### src/rtl/psw_pkg.sv
package psw_pkg;
    localparam int DATA_W  = 8;
    localparam int IDX_W   = 3;
    localparam int BANK_W  = 2;
    localparam int ADDR_W  = 8;
    localparam int NIB_W   = DATA_W / 2;

    localparam int BIT_CY  = 7;
    localparam int BIT_AC  = 6;
    localparam int BIT_F0  = 5;
    localparam int BIT_BKH = 4;
    localparam int BIT_BKL = 3;
    localparam int BIT_OV  = 2;

    typedef enum logic [3:0] {
        OP_NOP  = 4'd0,
        OP_ADD  = 4'd1,
        OP_ADDC = 4'd2,
        OP_SUBB = 4'd3,
        OP_MUL  = 4'd4,
        OP_DIV  = 4'd5,
        OP_RLC  = 4'd6,
        OP_RRC  = 4'd7,
        OP_CLRV = 4'd8
    } psw_op_e;

    typedef struct packed {
        logic              cy;
        logic              ac;
        logic              f0;
        logic [BANK_W-1:0] bank;
        logic              ov;
    } psw_state_t;
endpackage

### src/rtl/psw_flag_next.sv
module psw_flag_next
    import psw_pkg::*;
(
    input  logic [3:0]        op_code_i,
    input  logic [DATA_W-1:0] a_i,
    input  logic [DATA_W-1:0] b_i,
    input  logic [DATA_W-1:0] res_hi_i,
    input  psw_state_t        cur_i,
    output psw_state_t        nxt_o
);
    logic [DATA_W:0]  wide_res;
    logic [NIB_W:0]   nib_res;
    logic             cin;

    always_comb begin
        nxt_o    = cur_i;
        cin      = 1'b0;
        wide_res = '0;
        nib_res  = '0;
        unique case (op_code_i)
            OP_ADD, OP_ADDC: begin
                cin      = (op_code_i == OP_ADDC) ? cur_i.cy : 1'b0;
                wide_res = {1'b0, a_i} + {1'b0, b_i} + {{DATA_W{1'b0}}, cin};
                nib_res  = {1'b0, a_i[NIB_W-1:0]} + {1'b0, b_i[NIB_W-1:0]}
                         + {{NIB_W{1'b0}}, cin};
                nxt_o.cy = wide_res[DATA_W];
                nxt_o.ac = nib_res[NIB_W];
                nxt_o.ov = (a_i[DATA_W-1] == b_i[DATA_W-1])
                         && (wide_res[DATA_W-1] != a_i[DATA_W-1]);
            end
            OP_SUBB: begin
                cin      = cur_i.cy;
                wide_res = {1'b0, a_i} - {1'b0, b_i} - {{DATA_W{1'b0}}, cin};
                nib_res  = {1'b0, a_i[NIB_W-1:0]} - {1'b0, b_i[NIB_W-1:0]}
                         - {{NIB_W{1'b0}}, cin};
                nxt_o.cy = wide_res[DATA_W];
                nxt_o.ac = nib_res[NIB_W];
                nxt_o.ov = (a_i[DATA_W-1] != b_i[DATA_W-1])
                         && (wide_res[DATA_W-1] != a_i[DATA_W-1]);
            end
            OP_MUL: begin
                nxt_o.cy = 1'b0;
                nxt_o.ov = |res_hi_i;
            end
            OP_DIV: begin
                nxt_o.cy = 1'b0;
                nxt_o.ov = (b_i == '0);
            end
            OP_RLC:  nxt_o.cy = a_i[DATA_W-1];
            OP_RRC:  nxt_o.cy = a_i[0];
            OP_CLRV: nxt_o.ov = 1'b0;
            default: nxt_o = cur_i;
        endcase
    end
endmodule

### src/rtl/psw_parity.sv
module psw_parity
    import psw_pkg::*;
(
    input  logic [DATA_W-1:0] acc_i,
    output logic              par_o
);
    always_comb par_o = ^acc_i;
endmodule

### src/rtl/psw_bank_addr.sv
module psw_bank_addr
    import psw_pkg::*;
(
    input  logic [BANK_W-1:0] bank_i,
    input  logic [IDX_W-1:0]  idx_i,
    output logic [ADDR_W-1:0] addr_o
);
    localparam int PAD_W = ADDR_W - BANK_W - IDX_W;

    always_comb addr_o = {{PAD_W{1'b0}}, bank_i, idx_i};

    always_comb begin
        AST_ADDR_IN_WINDOW: assert (addr_o < ADDR_W'(1 << (BANK_W + IDX_W)));
    end
endmodule

### src/rtl/psw_flag_unit.sv
module psw_flag_unit
    import psw_pkg::*;
(
    input  logic              clk,
    input  logic              rst_n,
    input  logic [3:0]        op_code_i,
    input  logic [DATA_W-1:0] a_i,
    input  logic [DATA_W-1:0] b_i,
    input  logic [DATA_W-1:0] res_hi_i,
    input  logic [DATA_W-1:0] acc_i,
    input  logic              wr_en_i,
    input  logic [DATA_W-1:0] wr_data_i,
    input  logic [IDX_W-1:0]  reg_idx_i,
    output logic [DATA_W-1:0] psw_o,
    output logic [ADDR_W-1:0] reg_addr_o
);
    psw_state_t state_q;
    psw_state_t state_nxt;
    psw_state_t wr_state;
    logic       par;

    psw_flag_next u_next (
        .op_code_i (op_code_i),
        .a_i       (a_i),
        .b_i       (b_i),
        .res_hi_i  (res_hi_i),
        .cur_i     (state_q),
        .nxt_o     (state_nxt)
    );

    psw_parity u_par (
        .acc_i (acc_i),
        .par_o (par)
    );

    psw_bank_addr u_addr (
        .bank_i (state_q.bank),
        .idx_i  (reg_idx_i),
        .addr_o (reg_addr_o)
    );

    always_comb begin
        wr_state.cy   = wr_data_i[BIT_CY];
        wr_state.ac   = wr_data_i[BIT_AC];
        wr_state.f0   = wr_data_i[BIT_F0];
        wr_state.bank = {wr_data_i[BIT_BKH], wr_data_i[BIT_BKL]};
        wr_state.ov   = wr_data_i[BIT_OV];
    end

    always_ff @(posedge clk or negedge rst_n) begin
        if (!rst_n)       state_q <= '0;
        else if (wr_en_i) state_q <= wr_state;
        else              state_q <= state_nxt;
    end

    always_comb begin
        psw_o = {state_q.cy, state_q.ac, state_q.f0, state_q.bank,
                 state_q.ov, 1'b0, par};
    end

    AST_SPARE_BIT_ZERO: assert property (@(posedge clk) disable iff (!rst_n)
        psw_o[1] == 1'b0);
    AST_PARITY_FOLLOWS: assert property (@(posedge clk) disable iff (!rst_n)
        psw_o[0] == ^acc_i);
    AST_WRITE_WINS: assert property (@(posedge clk) disable iff (!rst_n)
        wr_en_i |=> psw_o[7:2] == $past(wr_data_i[7:2]));
    AST_CLRV_ZERO: assert property (@(posedge clk) disable iff (!rst_n)
        (!wr_en_i && op_code_i == OP_CLRV) |=> !psw_o[BIT_OV]);
    AST_MULDIV_NO_CY: assert property (@(posedge clk) disable iff (!rst_n)
        (!wr_en_i && (op_code_i == OP_MUL || op_code_i == OP_DIV))
        |=> !psw_o[BIT_CY]);
    AST_DIV_ZERO_OV: assert property (@(posedge clk) disable iff (!rst_n)
        (!wr_en_i && op_code_i == OP_DIV && b_i == '0) |=> psw_o[BIT_OV]);
    AST_SW_BITS_HOLD: assert property (@(posedge clk) disable iff (!rst_n)
        !wr_en_i |=> $stable(psw_o[5:3]));
endmodule

### config.mk
export PLATFORM = sky130hd
export DESIGN_NAME = psw_flag_unit
export DESIGN_NICKNAME = d
export VERILOG_FILES = /design/src/rtl/psw_pkg.sv /design/src/rtl/psw_flag_next.sv /design/src/rtl/psw_parity.sv /design/src/rtl/psw_bank_addr.sv /design/src/rtl/psw_flag_unit.sv
export SDC_FILE = /design/constraint.sdc
export NUM_CORES = 1
export LEC_CHECK = 0
export ABC_AREA = 1
export BUFFER_PORTS_ARGS = -buffer_cell sky130_fd_sc_hd__buf_2
export CELL_PAD_IN_SITES_DETAIL_PLACEMENT = 1
export CELL_PAD_IN_SITES_GLOBAL_PLACEMENT = 1
export CORE_MARGIN = 2
export CORE_UTILIZATION = 30
export DETAILED_ROUTE_END_ITERATION = 8
export GPL_ROUTABILITY_DRIVEN = 0
export PLACE_DENSITY = 0.78
export SYNTH_ARGS = -nofsm -noshare
export SYNTH_HDL_FRONTEND = slang
export SYNTH_HIERARCHICAL = 1
export SYNTH_SLANG_ARGS = --single-unit
### constraint.sdc
create_clock -name clk -period 2.65 [get_ports clk]
set_clock_uncertainty 0.05 [all_clocks]
set_input_delay 0.1325 -clock clk [delete_from_list [all_inputs] [get_ports clk]]
set_output_delay 0.1325 -clock clk [all_outputs]
set_load 0.1 [all_outputs]
==> results of run 1 <==
routing by layer:
layer	vias up	wire (microns)	track usage
met3	2	131	0.01732
met2	27	1915	0.3113
met1	713	1507	0.1743
met4	0	11	0.02564
li1	785	-	-
met5	-	0	0
cells in the mapped netlist:
master / count
inv_1: 41
a21o_1: 1
clkinv_1: 1
nor4_1: 4
nand2_1: 86
nor3_1: 5
conb_1: 2
inv_2: 4
a31oi_1: 1
ha_1: 20
fa_1: 1
a21o_2: 1
nand2_2: 1
a21oi_1: 7
or2_2: 1
nor2_2: 2
nand3_1: 17
o21ai_0: 1
dfrtp_1: 6
o21bai_1: 1
nand3_2: 1
nor2_1: 14
buf_4: 13
a22o_1: 1
cell families after synthesis:
family                     synth area share
DFF                                  0.1135
other                              0.005679
adders and majority gates            0.2044
and+or+nand+nor                      0.4125
AOI/OAI and AO/OA                   0.05961
buffers and inverters                0.2043
power breakdown:
part           switching, uW  internal, uW
clock                   38.4          97.5
combinational            267           103
sequential              5.91           101
cell type report:
cell class                 instances  share of cell area
timing repair buffer              54              0.1705
sequential                         6             0.09302
tap                               52             0.04031
inverter                          46              0.1070
multi-input combinational        169              0.5636
clock buffer                       3             0.02558
stage by stage:
step	utilization	setup slack, ps	hold slack, ps	total power (uW)	instances
floorplan	-	16.29	-213.1	418.0	234
global placement	0.3639	507.3	-87.11	468.1	326
detailed placement	0.3639	452.1	-87.30	479.7	326
CTS	0.3759	436.4	64.72	619.9	330
global route	0.3759	224.2	84.70	668.3	330
finish	0.3759	485.4	62.66	613.2	330
tightest hold or removal path, stage by stage:
cell	delay, ps
buf_2	70
nand2_1	40
nand2_1	50
worst paths after layout:
| check | end | depth (start not counted) | startpoint |
|---|---|---|---|
| hold reg to reg | psw_o[5] | 2 | psw_o[5] |
| setup reg to reg | psw_o[2] | 15 | psw_o[7] |
| hold / removal | psw_o[5] | 3 | wr_data_i[5] |
| setup / recovery | psw_o[2] | 15 | psw_o[7] |
| max in group asynchronous | psw_o[3] | 2 | rst_n |
| min in group asynchronous | psw_o[7] | 2 | rst_n |
==> metrics.txt, run 1 <==
setup TNS 0 ps; first drt pass iteration count 4; most frequent CP cell nand2_1; crit path max fanout 4; PostCTS Resize Cnt 0; Tcrit/Tclk final 0.8168; antenna violations before repair 0; Syn Inst Count about 230; Area after DPL ~0.0016 sq mm; # DRC 0; Initial Util 0.3080; cts bufs inserted 3; register area share after synthesis 0.1135; pwr/cell area roughly 380 mW/mm^2; Total GRT Usage 0.1554; Slew Viols, Final 0; Lkg Pwr 0.001040 uW; Post-DP HPWL roughly 3200 microns; CTS tree yes; most frequent cells in the layout 86 x nand2_1, 53 x buf_2, 41 x inv_1; Startpoint Class flip-flop; height of the die just over 70 microns; H-tree depth 1; max reg flops 6; # Post-CTS Setup Buffers 0; Syn Std Cell Area 0.001323 sq mm; HP Class in -> reg; critical path type reg -> reg; layout cells sized above 1 0.2374; multi-input logic area just over 900 sq um; setup violators final 0; vias per std cell ~4.6; RSZ-0062 raised after global routing no; number of global-route vias before repair 1594; status complete, no violations; routed len/inst between 10 and 15 microns; Root Buffer clkbuf_8; Max Freq roughly 0.46 GHz; Worst-Skew Late Latency roughly 220 ps; CP endpoint kind flip-flop; fillers slightly above 600; setup slack, reg-to-reg approximately 490 ps; first-pass GRT wire length 6575 microns; Seq cells post-synth 6; crit-path cells inv_1, fa_1, ha_1, nand2_1, nand3_1, nand2_1, nand3_2, nand2_2, nand3_1, nand3_1, nand2_1, inv_1, nand3_1, nand2_1, nand2_1; IO Port Bufs 53; Worst EP arrival between 2000 and 2500 ps; CTS Hold Bufs 1; area grow syn2layout 22.04%; final instance area ~0.0016 sq mm; sum of buffers and inverters on the critical path 2; largest cells by area after synthesis nand2_1 24%, ha_1 19%, inv_1 12%, dfrtp_1 11%, buf_4 7.4%; yosys warns 6; CP peak stage delay 370 ps; n_diodes 0; Layout Nets approximately 350; Die Width between 70 and 80 microns; Netlist cell types 24; Core ar. roughly 0.0043 sq mm; Die Area 0.004955 sq mm; Critical Path Slowest Stage Cell dfrtp_1; largest net degree at the start of global routing 8; MaxCap Viol Count 0; post-layout min period 2165 ps; Total Wirelength approximately 3600 microns; Peak VDD IR around 260 uV; clock slew at reported path FFs approximately 40 ps; initial drt markers 16; Cell Rows 24; GRT overflow 0; cell family with most CP delay simple AND/OR/NAND/NOR gates; CP required 2710 ps; most common cell after layout, fill and taps aside nand2_1; share of the synthesized area in the top cell type 0.2441; Final Hold Violating Endpoints 0; Antenna Nets Post-Route 0; leading area contributor after synthesis nand2_1; DR vias 1527; io pins 66; CTS sink count 6; synthesized area per cell between 5 and 6 sq um; clk buf depth 2; Reg area 150.1 sq um
(Power assumes the default switching activity.)
==> inputs of run 2 (changes only) <==
Clock period 2.65 ns to 2.2 ns, I/O delays scaled along.
==> metrics.txt, run 2 (synthesized netlist as in run 1, its figures left out) <==
number of global-route vias before repair ~1500; first drt pass iteration count 4; H-tree depth 1; Post-DP HPWL 3052 microns; Switching Share 0.5057; # DRC 0; n_diodes 0; Total GRT Usage 0.1406; most common cell after layout, fill and taps aside nand2_1; CTS tree yes; Peak VDD IR approximately 370 uV; Die Width ~70 microns; vias per std cell ~4.6; status complete, no violations; CP endpoint kind flip-flop; GRT overflow 0; Pint 384.1 uW; Max Freq between 0.4 and 0.5 GHz; Total Wirelength about 3500 microns; Startpoint Class flip-flop; combinational share of power 0.604; power share of the clock group 0.227; CP required ~2300 ps; Core ar. approximately 0.0043 sq mm; worst setup margin ~98 ps; Initial Util 0.3080; post-layout min period roughly 2100 ps; DR vias between 1500 and 2000; layout cells sized above 1 0.2750; fin util 0.3925; first-pass GRT wire length 5927 microns; area grow syn2layout 27.44%; Lkg Pwr ~0.0011 uW; MaxCap Viol Count 0; cts bufs inserted 3; Psw roughly 400 uW; IO Port Bufs 53; Cell Rows 24; most frequent cells in the layout 84 x nand2_1, 53 x buf_2, 40 x inv_1; Layout Nets between 300 and 400; RSZ-0062 raised after global routing yes; crit path max fanout 4; routed len/inst 10.67 microns; share of power burned in registers 0.169; CTS sink count 6; height of the die 70.40 microns; antenna violations before repair 0; initial drt markers 11; max reg flops 6; Final Hold Violating Endpoints 0; Slew Viols, Final 0; Die Area between 0.004 and 0.005 sq mm; Tcrit/Tclk final 0.9556; HP Class in -> reg; largest net degree at the start of global routing 8; pwr/cell area 461.1 mW/mm^2; Worst-Skew Late Latency approximately 230 ps; Antenna Nets Post-Route 0; Placement Setup Slack between 70 and 80 ps; io pins 66; clock slew at reported path FFs about 40 ps; Worst EP arrival 2170 ps; clk buf depth 2; setup TNS 0 ps; setup violators final 0; critical path type reg -> reg; Root Buffer clkbuf_8
## run 2: cell type report
cell class | count | area [sq um]
fillers | 618 | 2609
flip-flops and latches | 6 | 153.9
multi-input cells | 169 | 965.9
clock buffers | 4 | 45.04
inverters | 46 | 172.7
repair buffers | 55 | 282.8
well taps | 52 | 65.06
## run 2: critical path: stages (launching register included)
cell and delay, ps:
dfrtp_4 420, inv_2 50, fa_2 370, ha_4 230, nand2_4 60, nand3_4 80
nand2_4 80, nand3_2 70, nand2_2 110, nand3_2 60, nand2_1 60, nor2_1 40
nor2_1 120, nand3_1 90, nand2_1 60, nand2_1 40
## run 2: per-stage QoR
stage / total power [uW] / hold WS (ps) / cell area [sq um] / instances
finish: 777.2 / 33.91 / 1685 / 332
detailed placement: 580.3 / -107.6 / 1577 / 326
CTS: 760.5 / 35.96 / 1632 / 331
floorplan: 507.7 / -235.6 / 1344 / 234
global placement: 568.4 / -109.4 / 1577 / 326
global route: 843.1 / 45.53 / 1685 / 332
## run 2: power groups by stage
stage / Clock [uW] / Sequential (uW) / Combinational [uW]
2_1_floorplan: 0 / 212 / 296
3_5_place_dp: 0 / 132 / 448
5_1_grt: 188 / 133 / 522
6_report: 176 / 131 / 470
3_3_place_gp: 0 / 132 / 436
4_1_cts: 179 / 131 / 451
## run 2: worst paths after layout
check,slack (ps),end,startpoint,depth (start not counted)
setup / recovery,100,psw_o[7],psw_o[7],15
hold / removal,30,psw_o[4],wr_data_i[4],3
setup reg to reg,100,psw_o[7],psw_o[7],15
hold reg to reg,440,psw_o[4],psw_o[4],2
max in group asynchronous,1750,psw_o[7],rst_n,2
min in group asynchronous,190,psw_o[4],rst_n,2
## run 2: metal layers
layer,global-route usage,vias to the layer above,wire length (microns)
li1,-,793,-
met1,0.1591,694,1434
met2,0.2820,24,2001
met3,0.01154,0,108
met4,0.02564,0,0
met5,0,-,0
## run 2: what timing repair did
item / in CTS / in global routing
hold buffers: 1 / 0
resized for setup: 0 / 8
hold endpoints to repair: 6 / 0
buffers inserted: 0 / 1
setup endpoints to repair: 0 / 2
==> inputs of run 3 (changes only) <==
Settings changed: ABC_AREA 1 to not set, CORE_UTILIZATION 30 to 31, PLACE_DENSITY 0.78 to 0.76.
==> metrics.txt, run 3 <==
Cell Rows 22; routed len/inst roughly 14 microns; Die Width approximately 67 microns; Layout Nets 280; cell family with most CP delay adder cells; Final Hold Violating Endpoints 0; Total Wirelength between 3000 and 4000 microns; post-synthesis async set-or-reset flop share 1.000; Post-DP HPWL between 2000 and 3000 microns; synthesized area per cell just over 8 sq um; number of global-route vias before repair about 1300; critical path type reg -> reg; io pins 66; antenna violations before repair 0; Hold WS 71.28 ps; largest net degree at the start of global routing 13; layout cells sized above 1 0.4327; Post-synth top cells 20 x ha_1, 20 x inv_1, 14 x buf_4; Lkg Pwr just under 0.0009 uW; share of the synthesized area in the top cell type 0.2060; Post-synth EDFFs 0; Most used DFF post-synth dfrtp_1; clock slew at reported path FFs 40 ps; Antenna Nets Post-Route 0; first-pass GRT wire length 5575 microns; Initial Util 0.3269; CTS sink count 6; GRT overflow 0; height of the die about 67 microns; Slew Viols, Final 0; DR vias approximately 1200; setup TNS -549.6 ps; register area share after synthesis 0.1236; most common cell after layout, fill and taps aside buf_2; max reg flops 6; Max Freq slightly above 0.4 GHz; Seq cells post-synth 6; Total GRT Usage 0.1610; Core ar. 0.003716 sq mm; CTS tree yes; Netlist cell types 40; MaxCap Viol Count 0; yosys warns 6; most frequent cells in the layout 53 x buf_2, 19 x inv_1, 19 x ha_1; Worst-Skew Late Latency ~220 ps; crit-path cells inv_2, fa_2, ha_4, nand2_4, a31oi_4, nor2_1, xnor2_1, a31oi_1, o32a_1, mux2_4; Tcrit/Tclk final 1.102; worst setup margin -224.8 ps; sum of buffers and inverters on the critical path 1; Die Area between 0.004 and 0.005 sq mm; H-tree depth 1; Syn Inst Count ~150; initial drt markers 14; leading area contributor after synthesis ha_1; fillers just under 500; clk buf depth 2; Peak VDD IR around 330 uV; cts bufs inserted 3; n_diodes 0; CP required ~2300 ps; first drt pass iteration count 4; setup violators final 3; status complete, but fails checks; failing checks negative setup slack; Root Buffer clkbuf_8; CP endpoint kind flip-flop; # Post-CTS Setup Buffers 0; Startpoint Class flip-flop; RSZ-0062 raised after global routing yes; Worst EP arrival around 2500 ps; IO Port Bufs 53; vias per std cell between 4 and 5; largest cells by area after synthesis ha_1 21%, dfrtp_1 12%, buf_4 8.7%, mux2_4 7.4%, xnor2_1 6.5%; pwr/cell area 542.0 mW/mm^2; CP peak stage delay about 400 ps; Syn Std Cell Area around 0.0012 sq mm; area grow syn2layout 34.60%; Critical Path Slowest Stage Cell dfrtp_4; post-layout min period about 2400 ps; # DRC 0; crit path max fanout 2; HP Class in -> reg
## run 3: cell types whose count changed in the layout (fill, tap and decap cells not counted), sizes merged, moves of 6 or more
cell,delta
nand2,-78
inv,-22
nand3,-17
buf,+14
xnor2,+9
nor2,-8
mux2,+6
## run 3: metal layers
metal	vias up	part of all wire	track usage	wire, microns
li1	612	-	-	-
met5	-	0	0	0
met2	28	0.55	0.3338	1904
met1	562	0.42	0.1721	1451
met3	0	0.033	0.006757	116
met4	0	0	0.04337	0
## run 3: worst paths after layout
kind	startpoint	to	slack (ps)	depth (start not counted)
setup / recovery	psw_o[7]	psw_o[6]	-220	10
hold / removal	wr_data_i[5]	psw_o[5]	70	2
setup reg to reg	psw_o[7]	psw_o[6]	-220	10
hold reg to reg	psw_o[5]	psw_o[5]	470	1
max in group asynchronous	rst_n	psw_o[7]	1750	2
min in group asynchronous	rst_n	psw_o[5]	190	2
## run 3: cells by family after synthesis
group,count (synthesis),synth area share
buffers and inverters,41,0.1771
AND/OR/NAND/NOR,31,0.1257
AO/OA/AOI/OAI,30,0.1668
adder cells (fa/ha/maj),21,0.2225
XOR/XNOR,11,0.07931
multiplexers,9,0.09887
flip-flops,6,0.1236
other,2,0.006182
## run 3: area by class of cell
cell class                 count  area [sq um]  share of cell area
clock buffer                   4         45.04             0.02754
sequential                     6         153.9             0.09411
timing repair buffer          69         387.9              0.2372
inverter                      23         86.33             0.05279
multi-input combinational    106         902.1              0.5516
tap                           48         60.06             0.03673
## run 3: through the flow
stage / utilization / cells / area [sq um] / setup WS, ps / power [uW]
2_1_floorplan: - / 153 / 1229 / -324.5 / 588.7
3_3_place_gp: 0.4138 / 251 / 1538 / -158.3 / 672.7
3_5_place_dp: 0.4138 / 251 / 1538 / -189.9 / 685.5
4_1_cts: 0.4286 / 256 / 1593 / -209.9 / 868.6
5_1_grt: 0.4401 / 256 / 1635 / -271.4 / 941.9
6_report: 0.4401 / 256 / 1635 / -224.8 / 886.4
## run 3: where the power goes
part | total [uW] | internal, uW | switching [uW]
logic | 579 | 198 | 382
registers | 134 | 125 | 8.74
clock network | 173 | 125 | 48.6
total | 886 | 447 | 439
## run 3: repair_timing
action	CTS	global route
gates resized for setup	0	6
pin swaps	3	7
hold endpoints to repair	6	0
hold buffers	1	0
setup endpoints to repair	3	3
